## src/rtl/sysreg_gate.sv

```systemverilog
module sysreg_gate #(
  parameter int EC_W  = 6,
  parameter int OFF_W = 12,
  parameter logic [EC_W-1:0]  TRAP_EC = 6'h18,
  parameter logic [OFF_W-1:0] NV_OFF  = 12'h278
) (
  input  logic             clk,
  input  logic             rst_n,
  input  logic             req_valid,
  input  logic             req_write,
  input  logic [1:0]       req_op0,
  input  logic [2:0]       req_op1,
  input  logic [3:0]       req_crn,
  input  logic [3:0]       req_crm,
  input  logic [2:0]       req_op2,
  input  logic [1:0]       cur_el,
  input  logic             el2_enabled,
  input  logic             el3_present,
  input  logic             el3_acc_en,
  input  logic             el3_undef_first,
  input  logic             el3_undef_late,
  input  logic [2:0]       nested_ctl,
  input  logic             vm_trap_rd,
  input  logic             vm_trap_wr,
  input  logic             fgt_impl,
  input  logic             el3_fgt_en,
  input  logic             fgt_trap_rd,
  input  logic             fgt_trap_wr,
  input  logic             xctl_present,
  input  logic             xctl_acc_en,
  input  logic             host_mode,
  output logic             out_valid,
  output logic [2:0]       out_code,
  output logic [1:0]       out_target_el,
  output logic [EC_W-1:0]  out_ec,
  output logic [OFF_W-1:0] out_mem_off,
  output logic             out_hyp_sel
);
  localparam logic [2:0] C_DONE = 3'd0, C_UNDEF = 3'd1, C_THYP = 3'd2,
                         C_TTOP = 3'd3, C_MEM = 3'd4;

  wire common  = req_op0 == 2'd3 && req_crn == 4'd1 && req_crm == 4'd0 && req_op2 == 3'd3;
  wire hit_hyp = common && req_op1 == 3'd4;
  wire hit_low = common && req_op1 == 3'd0;
  wire take    = req_valid && (hit_hyp || hit_low);

  wire el3_gate  = el3_present && !el3_acc_en;
  wire [2:0] gate_res = el3_undef_first ? C_UNDEF : (el3_undef_late ? C_UNDEF : C_TTOP);
  wire vm_bit    = req_write ? vm_trap_wr : vm_trap_rd;
  wire fgt_ok    = fgt_impl && (!el3_present || el3_fgt_en);
  wire fgt_bit   = req_write ? fgt_trap_wr : fgt_trap_rd;
  wire xctl_off  = !(xctl_present && xctl_acc_en);

  logic [2:0] nxt_code;
  logic       nxt_sel;

  always_comb begin
    nxt_code = C_DONE;
    nxt_sel  = 1'b0;
    unique case (cur_el)
      2'd0: nxt_code = C_UNDEF;
      2'd1: begin
        if (hit_hyp)                            nxt_code = nested_ctl[0] ? C_THYP : C_UNDEF;
        else if (el3_gate && el3_undef_first)   nxt_code = C_UNDEF;
        else if (el2_enabled && vm_bit)         nxt_code = C_THYP;
        else if (el2_enabled && fgt_ok && fgt_bit) nxt_code = C_THYP;
        else if (el2_enabled && xctl_off)       nxt_code = C_THYP;
        else if (el3_gate)                      nxt_code = el3_undef_late ? C_UNDEF : C_TTOP;
        else if (nested_ctl == 3'b111)          nxt_code = C_MEM;
      end
      2'd2: begin
        if (el3_gate) nxt_code = gate_res;
        else          nxt_sel  = hit_hyp || host_mode;
      end
      default: nxt_sel = hit_hyp;
    endcase
  end

  always_ff @(posedge clk) begin
    if (!rst_n || !take) begin
      out_valid     <= 1'b0;
      out_code      <= C_DONE;
      out_target_el <= 2'd0;
      out_ec        <= '0;
      out_mem_off   <= '0;
      out_hyp_sel   <= 1'b0;
    end else begin
      out_valid     <= 1'b1;
      out_code      <= nxt_code;
      out_target_el <= (nxt_code == C_THYP) ? 2'd2 : (nxt_code == C_TTOP) ? 2'd3 : 2'd0;
      out_ec        <= (nxt_code == C_THYP || nxt_code == C_TTOP) ? TRAP_EC : '0;
      out_mem_off   <= (nxt_code == C_MEM) ? NV_OFF : '0;
      out_hyp_sel   <= (nxt_code == C_DONE) ? nxt_sel : 1'b0;
    end
  end

  a_r1_el0_undef: assert property (@(posedge clk) disable iff (!rst_n)
    take && cur_el == 2'd0 |=> out_valid && out_code == C_UNDEF);
  a_r4_el3_done: assert property (@(posedge clk) disable iff (!rst_n)
    take && cur_el == 2'd3 |=> out_valid && out_code == C_DONE && out_hyp_sel == $past(hit_hyp));
  a_r2_hyp_nested: assert property (@(posedge clk) disable iff (!rst_n)
    take && hit_hyp && cur_el == 2'd1 && nested_ctl[0] |=> out_code == C_THYP && out_ec == TRAP_EC);
  a_r3_top_trap: assert property (@(posedge clk) disable iff (!rst_n)
    take && cur_el == 2'd2 && el3_gate && !el3_undef_first && !el3_undef_late
    |=> out_code == C_TTOP && out_target_el == 2'd3);
  a_r9_no_record: assert property (@(posedge clk) disable iff (!rst_n)
    !take |=> !out_valid);
  a_r10_idle_zero: assert property (@(posedge clk) disable iff (!rst_n)
    !out_valid |-> out_code == 3'd0 && out_ec == '0 && out_mem_off == '0 && !out_hyp_sel);
  a_r7_mem_off: assert property (@(posedge clk) disable iff (!rst_n)
    out_valid && out_code == C_MEM |-> out_mem_off == NV_OFF && out_target_el == 2'd0);
endmodule

```

## config.mk

```make
export PLATFORM = sky130hd
export DESIGN_NAME = sysreg_gate
export DESIGN_NICKNAME = d
export VERILOG_FILES = /design/src/rtl/sysreg_gate.sv
export SDC_FILE = /design/constraint.sdc
export NUM_CORES = 1
export LEC_CHECK = 0
export BUFFER_PORTS_ARGS = -buffer_cell sky130_fd_sc_hd__buf_4
export CAP_MARGIN = 40
export CORE_MARGIN = 1
export CORE_UTILIZATION = 34
export DETAILED_ROUTE_END_ITERATION = 12
export GPL_TIMING_DRIVEN = 1
export PLACE_DENSITY_LB_ADDON = 0.12
export SLEW_MARGIN = 20
export SYNTH_ARGS = -nofsm -noshare
export SYNTH_HDL_FRONTEND = slang
export SYNTH_SLANG_ARGS = --single-unit
```

## constraint.sdc

```tcl
create_clock -name clk -period 1.5 [get_ports clk]
set_clock_uncertainty 0.1 [all_clocks]
set_input_delay 0 -clock clk [delete_from_list [all_inputs] [get_ports clk]]
set_output_delay 0 -clock clk [all_outputs]
set_load 0.005 [all_outputs]
```

==> out/qor.csv <==
metric,value,unit
CTS root buffer,clkbuf_4,
post-CTS setup buffer count,0,
Initial Utilization,36.5,%
DP Wirelength,1280,µm
post-synthesis instance total,75,
RSZ-0062 raised after global routing,no,
worst path arrival time,1.52,ns
Max IR drop VDD,0.159,mV
Post-synth EDFFs,0,
Cell Pwr Density,494,mW/mm²
Max-cap violations,0,
Synth area leaders,"dfxtp_1, buf_4, nand2b_1",
Area Growth Syn to Fin,66.3,%
die outline width,45.1,µm
CP Data Required Time,1.58,ns
Post-DRT Antenna Nets,0,
post-synth top area cell,dfxtp_1,
critical path class,input port to flop,
Final setup viols,0,
outcome,completed,
via count,719,
core area,0.00173,mm²
Final nets,170,
number of synthesized register bits,8,
detailed-route DRC error count,0,
Max clock buf depth,2,
syn_area_per_cell,8.41,µm²
"Max FO, Critical Path",5,
ys flop type,dfxtp_1,
Via density,4.67,
"top cells by count, synth","buf_4, dfxtp_1, nor2_1",
Buffers on Ports,52,
Fin Setup TNS,0,ns
part of the cycle the worst path needs,95.8,%
largest net degree at the start of global routing,7,
endpoint class of the critical path,flop,
sequential element share of the synthesized area,25.4,%
CTS tree,built,
ANT cells,0,
count of pins over their slew limit,0,
antenna violations before repair,0,
# fillers,173,
number of CTS-inserted buffers,3,
share of the synthesized area in the top cell type,25.4,%
asr flop ratio synth,0,%
Leak,0.497,nW
htree depth,1,
"Hold Vio Cnt, Final",0,
full die area,0.00203,mm²
worst hold path type,input port to flop,
Mapped Area,631,µm²
Final Worst Setup Slack,0.0623,ns
most common cell in the netlist,buf_4,
Avg WL per Cell,10.1,µm
RePlAce Congestion,0.749,
standard-cell rows,15,
Clock Sinks,8,
DR pass1 iterations,4,
fin crit period,1.44,ns
Worst-path clk slew,0.05,ns
Initial DRC Count,8,
pre-CTS setup slack,-0.0190,ns
synth unique cells,26,
boundary pin count,64,
startpoint types,input port,
Ys Warns,0,
layout cells sized above 1,48.1,%
first-pass GRT wire length,2430,µm
achievable frequency,696,MHz
vias in the first global route,634,
GRT Overall Usage,16.4,%
minimum hold slack,0.0334,ns
total gr overflow,0,
Die Y,45.1,µm
Detailed Route WL,1560,µm
Finished Core Util,60.7,%
[metrics by stage]
step | std cells | power, mW | area [µm²]
finish | 154 | 0.518 | 1050
global route | 154 | 0.542 | 1050
CTS | 154 | 0.521 | 1040
detailed placement | 147 | 0.353 | 977
global placement | 147 | 0.352 | 977
floorplan | 85 | 0.284 | 668
[worst max-delay path: stages]
cell,delay (ns)
dlygate4sd3_1,0.54
buf_4,0.15
nand2b_1,0.13
dlygate4sd3_1,0.54
a21oi_1,0.15
[cells by family after synthesis]
group,after synthesis,synth area share (%)
AO/OA/AOI/OAI,12,16.7
buffers and inverters,19,21.4
flip-flops,8,25.4
multiplexers,2,4.17
other,1,0.595
AND/OR/NAND/NOR,33,31.7
[sequential cells by signal (all words and copies together), names as in the netlist]
| register | count |
|---|---|
| out_hyp_sel | 1 |
| out_mem_off | 1 |
| out_code | 3 |
| out_target_el | 2 |
| out_valid | 1 |
[power breakdown]
part / internal, mW / switching [mW]
Combinational: 0.0941 / 0.0532
Sequential: 0.213 / 0.000000187
Clock: 0.0911 / 0.0663
Total: 0.398 / 0.120
[path summary, 6_finish.rpt]
kind / slack [ns] / endpoint / cells past startpoint / start
max: 0.06 / out_hyp_sel / 5 / cur_el[0]
min: 0.03 / out_code[1] / 4 / el3_undef_late
[what timing repair did]
item,4_1_cts,5_1_grt
hold buffers,4,0
hold endpoints to repair,1,0
endpoints found under the setup margin,0,4
gates resized for setup,0,1
[metal layers]
layer	part of all wire, %	vias up	GRT usage (%)
met5	0	-	0
met4	2.4	0	10.3
met3	7.2	5	1.60
met2	53	45	30.1
met1	37	316	17.7
li1	-	353	-
[placed cells by master (no fill, tap or decap), types with 2 or more instances in the layout]
| cell type | instances |
|---|---|
| nor4b_1 | 3 |
| nor2_1 | 7 |
| o31a_1 | 2 |
| nand2b_1 | 5 |
| a311oi_2 | 2 |
| dlygate4sd3_1 | 4 |
| nand4_1 | 3 |
| inv_1 | 2 |
| conb_1 | 11 |
| nor3b_1 | 2 |
| a31oi_1 | 2 |
| clkbuf_4 | 3 |
| nand2_1 | 3 |
| buf_4 | 54 |
| nor4bb_1 | 2 |
| nor2b_1 | 2 |
| o211ai_1 | 2 |
| dfxtp_1 | 8 |
| and2_1 | 2 |
| a21oi_1 | 2 |
[layout make-up]
class / instances / area, µm² / area share, %
well taps: 25 / 31.3 / 2.98
flip-flops and latches: 8 / 160 / 15.3
multi-input cells: 58 / 382 / 36.4
repair buffers: 58 / 445 / 42.5
clock buffers: 3 / 22.5 / 2.15
inverters: 2 / 7.51 / 0.716
(Power assumes the default switching activity.)
